### config.mk
export PLATFORM = sky130hd
export DESIGN_NAME = phase_offset_sine
export DESIGN_NICKNAME = d
export VERILOG_FILES = /design/src/rtl/pos_pkg.sv /design/src/rtl/pos_phase_mod.sv /design/src/rtl/pos_quarter_rom.sv /design/src/rtl/pos_amp_stage.sv /design/src/rtl/phase_offset_sine.sv
export SDC_FILE = /design/constraint.sdc
export NUM_CORES = 1
export LEC_CHECK = 0
export BUFFER_PORTS_ARGS = -buffer_cell sky130_fd_sc_hd__buf_2
export CAP_MARGIN = 10
export CORE_MARGIN = 4
export CORE_UTILIZATION = 53
export DETAILED_ROUTE_END_ITERATION = 10
export PLACE_DENSITY = 0.77
export SETUP_SLACK_MARGIN = 0.5
export SLEW_MARGIN = 20
export SYNTH_ARGS = -nofsm -noshare
export SYNTH_HDL_FRONTEND = slang
export SYNTH_SLANG_ARGS = --single-unit
### constraint.sdc
create_clock -name clk -period 2 [get_ports clk]
set_clock_uncertainty 0.2 [all_clocks]
set_input_delay 0.1 -clock clk [delete_from_list [all_inputs] [get_ports clk]]
set_output_delay 0.1 -clock clk [all_outputs]
set_load 0.01 [all_outputs]
### src/rtl/pos_pkg.sv
package pos_pkg;

    // Fixed-point scale used only while building the quarter table.
    localparam int     FX_BITS = 24;
    // pi scaled by 2^FX_BITS, rounded.
    localparam longint PI_FX   = 64'sd52707179;

    // Magnitude of one table entry: peak * sin((2*idx+1) * pi / 2^ph_w),
    // rounded to nearest, from a truncated odd power series.
    function automatic int quarter_sine(int idx, int ph_w, int peak);
        longint ang;
        longint ang_sq;
        longint term;
        longint acc;
        longint res;
        ang    = ((2 * longint'(idx) + 1) * PI_FX) >>> ph_w;
        ang_sq = (ang * ang) >>> FX_BITS;
        term   = ang;
        acc    = ang;
        for (int k = 1; k <= 5; k++) begin
            term = -(((term * ang_sq) >>> FX_BITS) / longint'((2 * k) * (2 * k + 1)));
            acc  = acc + term;
        end
        res = (acc * longint'(peak) + (longint'(1) <<< (FX_BITS - 1))) >>> FX_BITS;
        if (res > longint'(peak)) res = longint'(peak);
        if (res < 0) res = 0;
        return int'(res);
    endfunction

endpackage

### src/rtl/pos_phase_mod.sv
module pos_phase_mod #(
    parameter int PH_W = 8
) (
    input  logic            clk,
    input  logic            rst_n,
    input  logic [PH_W-1:0] phase_i,
    input  logic [PH_W-1:0] offset_i,
    output logic [PH_W-1:0] mod_phase_o
);

    typedef struct packed {
        logic [PH_W-1:0] mod_phase;
    } mod_state_t;

    mod_state_t st_d, st_q;

    // Modulo-2^PH_W sum: the carry out is dropped, which wraps the angle.
    always_comb begin
        st_d           = st_q;
        st_d.mod_phase = phase_i + offset_i;
    end

    always_ff @(posedge clk or negedge rst_n) begin
        if (!rst_n) st_q <= '0;
        else        st_q <= st_d;
    end

    assign mod_phase_o = st_q.mod_phase;

    AST_MODPH_SUM: assert property (@(posedge clk) disable iff (!rst_n)
        $past(rst_n) |-> (mod_phase_o == $past(PH_W'(phase_i + offset_i))));

endmodule

### src/rtl/pos_quarter_rom.sv
module pos_quarter_rom #(
    parameter int ADDR_W = 6,
    parameter int DATA_W = 7
) (
    input  logic [ADDR_W-1:0] addr_i,
    output logic [DATA_W-1:0] data_o
);

    localparam int DEPTH = 1 << ADDR_W;
    localparam int PEAK  = (1 << DATA_W) - 1;
    localparam int PH_W  = ADDR_W + 2;

    logic [DATA_W-1:0] table_w [DEPTH];

    // Entries are sampled at half-step centres so the mirrored quadrant
    // lines up exactly under address complement.
    for (genvar g = 0; g < DEPTH; g++) begin : g_entry
        localparam int VAL = pos_pkg::quarter_sine(g, PH_W, PEAK);
        assign table_w[g] = DATA_W'(VAL);
    end

    assign data_o = table_w[addr_i];

endmodule

### src/rtl/pos_amp_stage.sv
module pos_amp_stage #(
    parameter int PH_W  = 8,
    parameter int AMP_W = 8
) (
    input  logic             clk,
    input  logic             rst_n,
    input  logic [PH_W-1:0]  mod_phase_i,
    output logic [AMP_W-1:0] amp_o,
    output logic             sq_sin_o,
    output logic             sq_cos_o
);

    localparam int ADDR_W = PH_W - 2;
    localparam int MAG_W  = AMP_W - 1;

    typedef struct packed {
        logic [AMP_W-1:0] amp;
        logic             sq_sin;
        logic             sq_cos;
    } amp_state_t;

    amp_state_t st_d, st_q;

    logic              neg_half_w;
    logic              mirror_w;
    logic [ADDR_W-1:0] addr_w;
    logic [MAG_W-1:0]  mag_w;

    assign neg_half_w = mod_phase_i[PH_W-1];
    assign mirror_w   = mod_phase_i[PH_W-2];
    // Falling quadrants walk the table backwards.
    assign addr_w     = mirror_w ? ~mod_phase_i[ADDR_W-1:0] : mod_phase_i[ADDR_W-1:0];

    pos_quarter_rom #(
        .ADDR_W (ADDR_W),
        .DATA_W (MAG_W)
    ) u_rom (
        .addr_i (addr_w),
        .data_o (mag_w)
    );

    // Negative half: one's complement of the magnitude, i.e. -(mag+1).
    // The sign bit therefore copies the phase MSB with no adder.
    always_comb begin
        st_d        = st_q;
        st_d.amp    = neg_half_w ? ~{1'b0, mag_w} : {1'b0, mag_w};
        st_d.sq_sin = neg_half_w;
        st_d.sq_cos = neg_half_w ^ mirror_w;
    end

    always_ff @(posedge clk or negedge rst_n) begin
        if (!rst_n) st_q <= '0;
        else        st_q <= st_d;
    end

    assign amp_o    = st_q.amp;
    assign sq_sin_o = st_q.sq_sin;
    assign sq_cos_o = st_q.sq_cos;

    AST_AMP_SIGN: assert property (@(posedge clk) disable iff (!rst_n)
        $past(rst_n) |-> (amp_o[AMP_W-1] == $past(mod_phase_i[PH_W-1])));

    AST_SQ_SIN: assert property (@(posedge clk) disable iff (!rst_n)
        $past(rst_n) |-> (sq_sin_o == $past(mod_phase_i[PH_W-1])));

    AST_SQ_COS: assert property (@(posedge clk) disable iff (!rst_n)
        $past(rst_n) |-> (sq_cos_o == $past(mod_phase_i[PH_W-1] ^ mod_phase_i[PH_W-2])));

    AST_HOLD_STEADY: assert property (@(posedge clk) disable iff (!rst_n)
        ($past(rst_n) && $stable(mod_phase_i)) |=> $stable(amp_o));

endmodule

### src/rtl/phase_offset_sine.sv
module phase_offset_sine #(
    parameter int PH_W  = 8,
    parameter int AMP_W = 8
) (
    input  logic             clk,
    input  logic             rst_n,
    input  logic [PH_W-1:0]  phase_i,
    input  logic [PH_W-1:0]  offset_i,
    output logic [PH_W-1:0]  mod_phase_o,
    output logic [AMP_W-1:0] amp_o,
    output logic             sq_sin_o,
    output logic             sq_cos_o
);

    logic [PH_W-1:0] mod_phase_w;

    pos_phase_mod #(
        .PH_W (PH_W)
    ) u_mod (
        .clk         (clk),
        .rst_n       (rst_n),
        .phase_i     (phase_i),
        .offset_i    (offset_i),
        .mod_phase_o (mod_phase_w)
    );

    pos_amp_stage #(
        .PH_W  (PH_W),
        .AMP_W (AMP_W)
    ) u_amp (
        .clk         (clk),
        .rst_n       (rst_n),
        .mod_phase_i (mod_phase_w),
        .amp_o       (amp_o),
        .sq_sin_o    (sq_sin_o),
        .sq_cos_o    (sq_cos_o)
    );

    assign mod_phase_o = mod_phase_w;

    logic [PH_W-1:0] in_sum_w;
    assign in_sum_w = phase_i + offset_i;

    AST_LATENCY: assert property (@(posedge clk) disable iff (!rst_n)
        ($past(rst_n) && $past(rst_n, 2)) |-> (amp_o[AMP_W-1] == $past(in_sum_w[PH_W-1], 2)));

endmodule

Yosys cells after proc, flatten, opt, wreduce, memory -nomap -nowiden --
Memories as Yosys holds them, arrays and structs flattened. Cells that the tools add are included.
Word-level totals: bits in registers 18, ROM bits 448, input bits 18, output and inout bits 18, word-level logic and storage cells 15, memories kept 1
Operators by class: $add $sub $neg 1, order comparisons 1, muxes and demuxes 4, bitwise gates (word level) 4
Memories:
- (name not given) | depth 64, bits a word 7, read ports 1, clocked after Yosys merged registers in 0, write ports 0, line pos_quarter_rom.sv:22 | assign data_o = table_w[addr_i];
Operators by type and width (count):
- 7-bit two-way mux | 2
- 8-bit adder | 1
- 8-bit two-way mux | 1
- 7-bit inverter with 8-bit output | 1
- 7-bit >= comparator, second input constant | 1
- 6-bit inverter with 7-bit output | 1
- 6-bit two-way mux | 1
- 6-bit inverter | 1
- 1-bit bitwise XOR | 1

Longest topological paths before layout --
Gate-level depths: netlist of run 1.
word-level depth 8, mapped depth 9, gate-level depth less buffers 7

Hierarchy --
From an unflattened synthesis of run 1, not the netlist that was laid out.
Unflattened totals: cells, all modules 157, area total of the unflattened synthesis 1492.7 um^2
By module, submodules not included:
- pos_quarter_rom | instances 1, cells each 81, area an instance 583.1 um^2, seq. area each 0.0 um^2
- pos_phase_mod | instances 1, cells each 50, area an instance 531.8 um^2, seq. area each 200.2 um^2
- pos_amp_stage | instances 1, cells each 26, area an instance 377.9 um^2, seq. area each 225.2 um^2

Least setup slack after synthesis of run 1 --
Ideal clock, no wire load.
path kind reg-to-reg, from reg u_mod.st_q (netlist bit u_mod.mod_phase_o[1]), to reg u_amp.st_q (netlist bit u_amp.amp_o[3]), library setup time 0.141 ns, arrival time 1.569 ns, data required time 1.659 ns, setup slack 0.090 ns, cell stages (with the launch flop) 7, buffers on the path 1, clock period less this slack 1.910 ns, cells stage by stage dfrtp_1 -> buf_6 -> nand2b_1 -> mux4_2 -> o221ai_2 -> a21oi_2 -> xor2_1
RTL lines:
- from (decl) | line pos_phase_mod.sv:15 | mod_state_t st_d, st_q;
- from (signal assigned) | line pos_phase_mod.sv:25 | else st_q <= st_d;
- to (signal assigned) | line pos_amp_stage.sv:53 | else st_q <= st_d;
- to (decl) | line pos_amp_stage.sv:22 | amp_state_t st_d, st_q;

==> impl_metrics.env, run 1 <==
export IMPL_status="finished with violations"
export IMPL_violations="setup timing"
export IMPL_ys_top_cells_by_area="dfrtp_1 22%, xnor2_1 5.1%, a21oi_1 4.8%"
export IMPL_netlist_top_cells_count="19 x nor2_1, 18 x a21oi_1, 17 x dfrtp_1, 13 x nand2_1, 11 x xnor2_1"
export IMPL_fill_cells=160
export IMPL_synth_cell_types=61
export IMPL_gp_congestion=1.010
export IMPL_min_path_type="in -> async"
export IMPL_antenna_found_initial=0
export IMPL_p_per_area_nw_per_um2=977.1
export IMPL_max_cap_viol_count=0
export IMPL_worstPathRequired_ns=1.99
export IMPL_start_util=0.5581
export IMPL_ys_ff_latch=17
export IMPL_synth_area_sq_um=1892
export IMPL_drc=0
export IMPL_clock_sinks=17
export IMPL_met3_usage=0.05824
export IMPL_regToRegEndpoint="u_amp.amp_o[2]"
export IMPL_yosysMostFrequentCell="nor2_1"
export IMPL_firstDrtPassIters=6
export IMPL_synth_top_family_by_area="compound AO/OA/AOI/OAI gates"
export IMPL_slew_violations=0
export IMPL_wl_per_cell_um=20.52
export IMPL_muxShareOfSynthArea=0.04828
export IMPL_yosys_area_top_type_share=0.2249
export IMPL_clk_pin_slew_ns=0.13
export IMPL_timing_reg2reg_setup_slack_ns=-0.09
export IMPL_synth_xor_area_frac=0.1071
export IMPL_routed_wirelength_mm=7.347
export IMPL_max_freq_ghz=0.4794
export IMPL_place_area_sq_um=2318
export IMPL_grt_overflow_total=0
export IMPL_busiest_layer="met2"
export IMPL_timing_hold_ws_ns=0.02709
export IMPL_cp_cell_sequence="buf_4 > nand2b_4 > buf_4 > o21ai_0 > o21ai_1 > o21ai_1 > o22ai_2 > xor2_1"
export IMPL_startpoint_type="register"
export IMPL_fin_crit_sh=1.043
export IMPL_async_reset_ff_frac=1.000
export IMPL_grt_use_total=0.2958
export IMPL_avgSynthCellArea_sq_um=8.371
export IMPL_yosysWarnings=0
export IMPL_core_sq_um=3390
export IMPL_cts_htree_levels=1
export IMPL_layout_nets=339
export IMPL_portBuffers=35
export IMPL_critPathArrivalTime_ns=2.08
export IMPL_clock_latency_ns=0.32
export IMPL_rsz0062_at_grt="true"
export IMPL_multi_input_area_sq_um=1523
export IMPL_netlist_instances=226
export IMPL_setup_slack_ns=-0.08601
export IMPL_finalHoldViolations=0
export IMPL_max_stage_delay_ns=0.55
export IMPL_cpLargestDelayFamily="compound AO/OA/AOI/OAI gates"
export IMPL_met1_usage=0.3523
export IMPL_finalInstanceArea_sq_um=2899
export IMPL_p_leak_uw=0.001279
export IMPL_synth_compound_area_share=0.2665
export IMPL_yosysTopAreaCell="dfrtp_1"
export IMPL_cp_end_kind="register"
export IMPL_die_w_um=67.75
export IMPL_avgViaCountPerCell=6.447
export IMPL_synth_edf_count=0
export IMPL_synth_simple_area_share=0.1918
export IMPL_crit_fanout=6
export IMPL_io_pins=36
export IMPL_grtUsageMet2=0.5103
export IMPL_fp_dieH_um=67.75
export IMPL_numCtsBuffers=3
export IMPL_setup_violations=2
export IMPL_tns_ns=-0.1203
export IMPL_synth_fp_nets=252
export IMPL_drtIter0Drc=299
export IMPL_drive_gt1_frac=0.5064
export IMPL_die_area_sq_um=4589
export IMPL_synth_main_ff_cell="dfrtp_1"
export IMPL_antenna_cells=0
export IMPL_final_seq_area_sq_um=436.7
export IMPL_cts_path_max_buffers=2
export IMPL_grt_pass1_wl_mm=10.05
export IMPL_path_buf_inv=2
export IMPL_finalPower_uw=2833
export IMPL_area_growth_pct=53.24
export IMPL_crit_type="reg -> reg"
export IMPL_grt_pass1_vias=2076
export IMPL_synth_seq_area_share=0.2249
export IMPL_ant_nets=0
export IMPL_ir_drop_uv=572.0
export IMPL_root_buffer="clkbuf_4"
export IMPL_synth_fa_ha_area_frac=0.05688
export IMPL_r2r_cells=8
export IMPL_worstMarginPinSlew_ns=0.4222
export IMPL_cts_tree="yes"
export IMPL_r2r_start="u_mod.mod_phase_o[4]"
export IMPL_grt_max_degree=18
export IMPL_min_period_ns=2.086
export IMPL_dp_hpwl_mm=4.036
export IMPL_worst_path_max_delay_cell="dfrtp_4"
export IMPL_rows=21
export IMPL_vias=2308
export IMPL_slew_headroom=0.7185
## worst max-delay path by stage
| stage | end | cells past startpoint | slack (ns) | startpoint |
|---|---|---|---|---|
| global route | u_amp.amp_o[2] | 8 | -0.10 | u_mod.mod_phase_o[4] |
| detailed placement | u_amp.amp_o[3] | 6 | -0.004 | u_mod.mod_phase_o[1] |
| finish | u_amp.amp_o[2] | 8 | -0.09 | u_mod.mod_phase_o[4] |
| global placement | u_amp.amp_o[5] | 7 | -0.009 | u_mod.mod_phase_o[0] |
| floorplan | u_amp.amp_o[3] | 6 | 0.16 | u_mod.mod_phase_o[1] |
| CTS | u_amp.amp_o[0] | 8 | 0.04 | u_mod.mod_phase_o[4] |
## logic make-up (layout without fill, tap and decap cells)
family                     Yosys count  in the layout
AOI/OAI and AO/OA                   74             74
and+or+nand+nor                     70             70
buffers and inverters               30            116
xor gates and xnor gates            21             21
DFF                                 17             17
adders and majority gates            8              8
muxes                                6              6
## through the flow
stage                     worst slack (ns)  instances  utilization
after floorplan                     0.1628        226            -
after global placement           -0.009229        320       0.6840
after detailed placement         -0.003986        320       0.6840
after CTS                          0.03953        354       0.7889
after global routing               -0.1020        358       0.8553
final                             -0.08601        358       0.8553
## flip-flops by register name (all words and copies together) (netlist names)
| register | cells |
|---|---|
| u_amp.amp_o | 8 |
| u_amp.sq_cos_o | 1 |
| u_mod.mod_phase_o | 8 |
## routing by layer
metal  wire length, um  up-vias
met5                 0        -
met4               459        0
met3               704       60
met2              3653      191
met1              2529     1058
li1                  -      999
## power by group
group          switching (uW)  internal [uW]
Sequential                119            470
Combinational            1040            988
Clock                     138           74.9
Total                    1300           1530
## timing repair
action | CTS | global route
pin swaps | 6 | 20
buffers inserted | 18 | 4
hold buffers | 12 | 0
hold endpoints to repair | 25 | 0
endpoints found under the setup margin | 10 | 17
gates resized for setup | 24 | 49
## worst register-to-register path, cell delays in order, from the launching register on
cell and delay [ns]:
dfrtp_4 0.55, buf_4 0.18, nand2b_4 0.15, buf_4 0.15
o21ai_0 0.23, o21ai_1 0.12, o21ai_1 0.15, o22ai_2 0.11
xor2_1 0.15
## cell type report
cell class | count | share of cell area
clock inverters | 1 | 0.001726
flip-flops and latches | 17 | 0.1506
clock buffers | 3 | 0.007769
multi-input cells | 179 | 0.5252
inverters | 5 | 0.007337
well taps | 46 | 0.01985
repair buffers | 107 | 0.2874
## placed cells by master (no fill, tap or decap), types with 4 or more instances in the layout
cell type / instances
buf_4: 43
xnor2_1: 11
o21ai_0: 6
a21oi_1: 10
nor2_1: 17
nand2b_4: 4
a31oi_1: 7
inv_1: 4
dfrtp_2: 6
xor2_1: 9
ha_1: 5
buf_6: 16
clkbuf_4: 5
dfrtp_1: 10
o22ai_1: 4
nand2_1: 11
a21oi_2: 6
o21ai_1: 4
nor3_1: 8
buf_2: 32
dlygate4sd3_1: 12
Note: power is estimated with default switching activity, not from simulation.
==> run 2: changes to the inputs <==
CORE_MARGIN = 2   (was 4)
CORE_UTILIZATION = 30   (was 53)
PLACE_DENSITY = unset   (was 0.77)
REMOVE_ABC_BUFFERS = 1   (was unset)
==> run 2 against run 1 <==
- the flow now finishes without violations
- flip-flop and latch count unchanged
- routed wire length shrank 14%
- clock power up 26%
- sequential share of layout area is 0.87 points lower
- hold slack worse by 0.024 ns
- count of clock-buffer cells in the layout did not move
- fmax grew 7.2%
- register-to-register slack improved by 0.14 ns
- first-iteration DRC count shrank 43%
- via count decreased by 6.6%
- total power grew 1.5%
- critical path type unchanged
- largest power group unchanged
==> impl_metrics.env, run 2 (synthesized netlist as in run 1, its figures left out) <==
export IMPL_grt_max_degree=18
export IMPL_tns_ns=0
export IMPL_finalHoldViolations=0
export IMPL_fin_crit_sh=0.9725
export IMPL_grt_pass1_wl_mm=9.515
export IMPL_fill_cells=544
export IMPL_fp_dieH_um=83.41
export IMPL_layout_nets=348
export IMPL_grt_use_total=0.1625
export IMPL_final_common_cell="buf_4"
export IMPL_fin_cells=396
export IMPL_ant_nets=0
export IMPL_rows=28
export IMPL_grt_pass1_vias=1987
export IMPL_post_place_cells=357
export IMPL_p_leak_uw=0.001341
export IMPL_slew_violations=0
export IMPL_antenna_cells=0
export IMPL_portBuffers=35
export IMPL_avgViaCountPerCell=5.442
export IMPL_final_seq_area_sq_um=434.2
export IMPL_root_buffer="clkbuf_8"
export IMPL_antenna_found_initial=0
export IMPL_drive_gt1_frac=0.5576
export IMPL_critPathArrivalTime_ns=1.87
export IMPL_io_pins=36
export IMPL_status="complete, no violations"
export IMPL_setup_slack_ns=0.05491
export IMPL_p_per_area_nw_per_um2=939.9
export IMPL_clock_sinks=17
export IMPL_place_area_sq_um=2340
export IMPL_max_cap_viol_count=0
export IMPL_slew_headroom=0.6817
export IMPL_ir_drop_uv=445.1
export IMPL_grt_overflow_total=0
export IMPL_vias=2155
export IMPL_multi_input_area_sq_um=1579
export IMPL_rsz0062_at_grt="true"
export IMPL_numCtsBuffers=3
export IMPL_startpoint_type="register"
export IMPL_drc=0
export IMPL_cts_htree_levels=1
export IMPL_setup_violations=0
export IMPL_crit_type="reg -> reg"
export IMPL_routed_wirelength_mm=6.355
export IMPL_finalInstanceArea_sq_um=3059
export IMPL_area_growth_pct=61.71
export IMPL_dpl_worst_slack_ns=-0.09387
export IMPL_die_w_um=83.41
export IMPL_drtIter0Drc=171
export IMPL_crit_fanout=8
export IMPL_start_util=0.3158
export IMPL_min_period_ns=1.945
export IMPL_wl_per_cell_um=16.05
export IMPL_worstPathRequired_ns=1.92
export IMPL_clk_pin_slew_ns=0.07
export IMPL_worstMarginPinSlew_ns=0.4775
export IMPL_core_sq_um=5991
export IMPL_timing_hold_ws_ns=0.003063
export IMPL_min_path_type="in -> reg"
export IMPL_cts_path_max_buffers=2
export IMPL_cp_end_kind="register"
export IMPL_firstDrtPassIters=4
export IMPL_gp_congestion=0.9518
export IMPL_max_freq_ghz=0.5141
export IMPL_die_area_sq_um=6957
export IMPL_final_cell_mix="62 x buf_4, 33 x buf_2, 15 x nor2_1"
export IMPL_dp_hpwl_mm=4.153
export IMPL_clock_latency_ns=0.26
export IMPL_cts_tree="yes"
run 2: layout make-up:
type	count	share of cell area
Tap cell	75	0.03067
Timing Repair Buffer	116	0.2883
Inverter	5	0.006953
Clock inverter	1	0.002454
Clock buffer	3	0.01350
Sequential cell	17	0.1419
Multi-Input combinational cell	179	0.5162
run 2: layer usage:
layer,up-vias,track usage,wire length (um)
li1,1019,-,-
met1,1031,0.2084,2583
met2,90,0.2911,3253
met3,15,0.02783,392
met4,0,0.02493,125
met5,-,0,0
run 2: path summary, 6_finish.rpt:
check,startpoint,end,slack [ns],cells after the start
worst max register to register,u_mod.mod_phase_o[4],u_amp.amp_o[3],0.05,6
worst max-delay path,u_mod.mod_phase_o[4],u_amp.amp_o[3],0.05,6
worst min register to register,u_mod.mod_phase_o[7],u_amp.amp_o[7],0.48,0
worst min-delay path,offset_i[5],u_mod.mod_phase_o[5],0.003,3
max in group asynchronous,rst_n,u_mod.mod_phase_o[1],1.22,2
min in group asynchronous,rst_n,u_amp.amp_o[1],0.09,2
run 2: repair_timing:
action	in CTS	in global routing
hold endpoints to repair	21	0
gates resized for setup	39	47
setup buffers	15	13
setup endpoints to repair	11	11
pin swaps	24	35
gates cloned	0	1
hold buffers	6	0
run 2: report_power, final:
part	internal [uW]	switching (uW)	leakage, uW
registers	468	118	0.000191
clock network	140	128	0.0000217
logic	1030	992	0.00113
run 2: critical path, cell delays in order (launching register included):
cell and delay (ns):
dfrtp_2 0.51, buf_4 0.17, nand2b_4 0.05, mux4_2 0.49
o221ai_4 0.17, a21oi_2 0.08, xor2_1 0.14
run 2: per-stage QoR:
step,total power [uW],utilization
6_report,2875,0.5107
5_1_grt,3065,0.5107
4_1_cts,2557,0.4505
3_5_place_dp,2090,0.3906
3_3_place_gp,2081,0.3906
2_1_floorplan,1462,-
==> run 3: changes to the inputs <==
SETUP_SLACK_MARGIN = unset   (was 0.5)
==> run 3 against run 2 <==
- the run now ends with hold timing left
- combinational power fell by 16%
- die area did not move
- critical endpoint unchanged
- worst setup slack worse by 0.027 ns
- routed wire length down 14%
- non-clock buffer count down 19
- first-iteration DRC count is 51% lower
- global-route usage shrank 1.1 points
- register-to-register slack got worse by 0.03 ns
- core utilization shrank 6.8 points
- via count is 7.7% lower
- design area is 13% lower
- flip-flop and latch count did not move
==> impl_metrics.env, run 3 (synthesized netlist as in run 1, its figures left out) <==
export IMPL_min_from="phase_i[6]"
export IMPL_cpLargestDelayFamily="multiplexers"
export IMPL_portBuffers=35
export IMPL_drtIter0Drc=83
export IMPL_grt_use_total=0.1515
export IMPL_worstPathRequired_ns=1.92
export IMPL_status="finished with violations"
export IMPL_clock_latency_ns=0.25
export IMPL_ant_nets=0
export IMPL_min_period_ns=1.972
export IMPL_ir_drop_uv=417.7
export IMPL_area_growth_pct=40.21
export IMPL_vias=1988
export IMPL_slew_headroom=0.6615
export IMPL_antenna_cells=0
export IMPL_worstMarginPinSlew_ns=0.5077
export IMPL_cp_cell_sequence="buf_6 > nand2b_1 > mux4_2 > o221ai_4 > a21oi_2 > xor2_1"
export IMPL_critPathLaunch="u_mod.mod_phase_o[1]"
export IMPL_critPathArrivalTime_ns=1.89
export IMPL_slew_violations=0
export IMPL_finalHoldViolations=2
export IMPL_r2r_start="u_mod.mod_phase_o[1]"
export IMPL_setup_slack_ns=0.02830
export IMPL_max_stage_delay_ns=0.50
export IMPL_fp_dieH_um=83.41
export IMPL_rows=28
export IMPL_gp_congestion=0.9518
export IMPL_crit_type="reg -> reg"
export IMPL_cts_path_max_buffers=2
export IMPL_tns_ns=0
export IMPL_grt_pass1_vias=1909
export IMPL_dpl_worst_slack_ns=-0.09387
export IMPL_worst_path_max_delay_cell="mux4_2"
export IMPL_min_path_type="in -> reg"
export IMPL_final_cell_mix="51 x buf_4, 35 x buf_2, 17 x nor2_1"
export IMPL_avgViaCountPerCell=5.273
export IMPL_clk_pin_slew_ns=0.07
export IMPL_io_pins=36
export IMPL_max_cap_viol_count=0
export IMPL_firstDrtPassIters=4
export IMPL_routed_wirelength_mm=5.449
export IMPL_cts_tree="yes"
export IMPL_antenna_found_initial=0
export IMPL_start_util=0.3158
export IMPL_crit_fanout=7
export IMPL_dp_hpwl_mm=4.153
export IMPL_grt_max_degree=18
export IMPL_wl_per_cell_um=14.45
export IMPL_root_buffer="clkbuf_8"
export IMPL_cp_end_kind="register"
export IMPL_violations="hold timing"
export IMPL_core_sq_um=5991
export IMPL_timing_hold_ws_ns=-0.005628
export IMPL_drc=0
export IMPL_rsz0062_at_grt="true"
export IMPL_grt_overflow_total=0
export IMPL_fin_crit_sh=0.9858
export IMPL_numCtsBuffers=3
export IMPL_layout_nets=329
export IMPL_p_leak_uw=0.001172
export IMPL_p_per_area_nw_per_um2=959.1
export IMPL_path_buf_inv=1
export IMPL_cts_htree_levels=1
export IMPL_die_w_um=83.41
export IMPL_final_common_cell="buf_4"
export IMPL_max_freq_ghz=0.5072
export IMPL_grt_pass1_wl_mm=8.894
export IMPL_setup_violations=0
export IMPL_die_area_sq_um=6957
export IMPL_startpoint_type="register"
export IMPL_drive_gt1_frac=0.4338
export IMPL_clock_sinks=17
## run 3: timing repair
item / 4_1_cts / 5_1_grt
setup endpoints to repair: 6 / 6
resized for setup: 3 / 28
setup buffers: 0 / 9
hold buffers: 7 / 0
pin swaps: 0 / 14
endpoints found under the hold margin: 22 / 0
## run 3: cell type report
type / instances / area (sq um)
sequential: 17 / 432.9
multi-input combinational: 179 / 1376
fill: 597 / 3338
clock inverter: 1 / 7.507
inverter: 5 / 18.77
tap: 75 / 93.84
clock buffer: 3 / 41.29
timing repair buffer: 97 / 681.9
## run 3: per-layer routing
layer	up-vias	share of wire	track usage	wire length [um]
met3	7	0.046	0.02982	249
met5	-	0	0	0
met1	946	0.44	0.1924	2421
met2	59	0.50	0.2698	2737
met4	0	0.0075	0.02493	41
li1	976	-	-	-
## run 3: tightest hold or removal path, stage by stage
cell	delay [ns]
buf_2	0.08
ha_1	0.16
xnor2_1	0.07
## run 3: worst paths after layout
path,to,slack [ns],depth (start not counted)
setup reg to reg,u_amp.amp_o[3],0.03,6
hold / removal,u_mod.mod_phase_o[6],-0.006,3
max in group asynchronous,u_mod.mod_phase_o[1],1.21,2
hold reg to reg,u_amp.amp_o[7],0.50,0
min in group asynchronous,u_amp.amp_o[1],0.09,2
setup / recovery,u_amp.amp_o[3],0.03,6
## run 3: power by group
part / internal [uW] / leakage [uW] / switching [uW]
sequential: 468 / 0.000192 / 113
clock: 140 / 0.0000217 / 127
combinational: 846 / 0.000958 / 850
## run 3: through the flow
step	hold WS (ns)	cells	area, sq um	util	power [uW]
final	-0.005628	377	2653	0.4428	2544
after global routing	0.004885	377	2653	0.4428	2744
after CTS	0.002303	368	2462	0.4110	2382
after detailed placement	-0.1511	357	2340	0.3906	2090
after global placement	-0.1585	357	2340	0.3906	2081
after floorplan	-0.3956	201	1713	-	1462
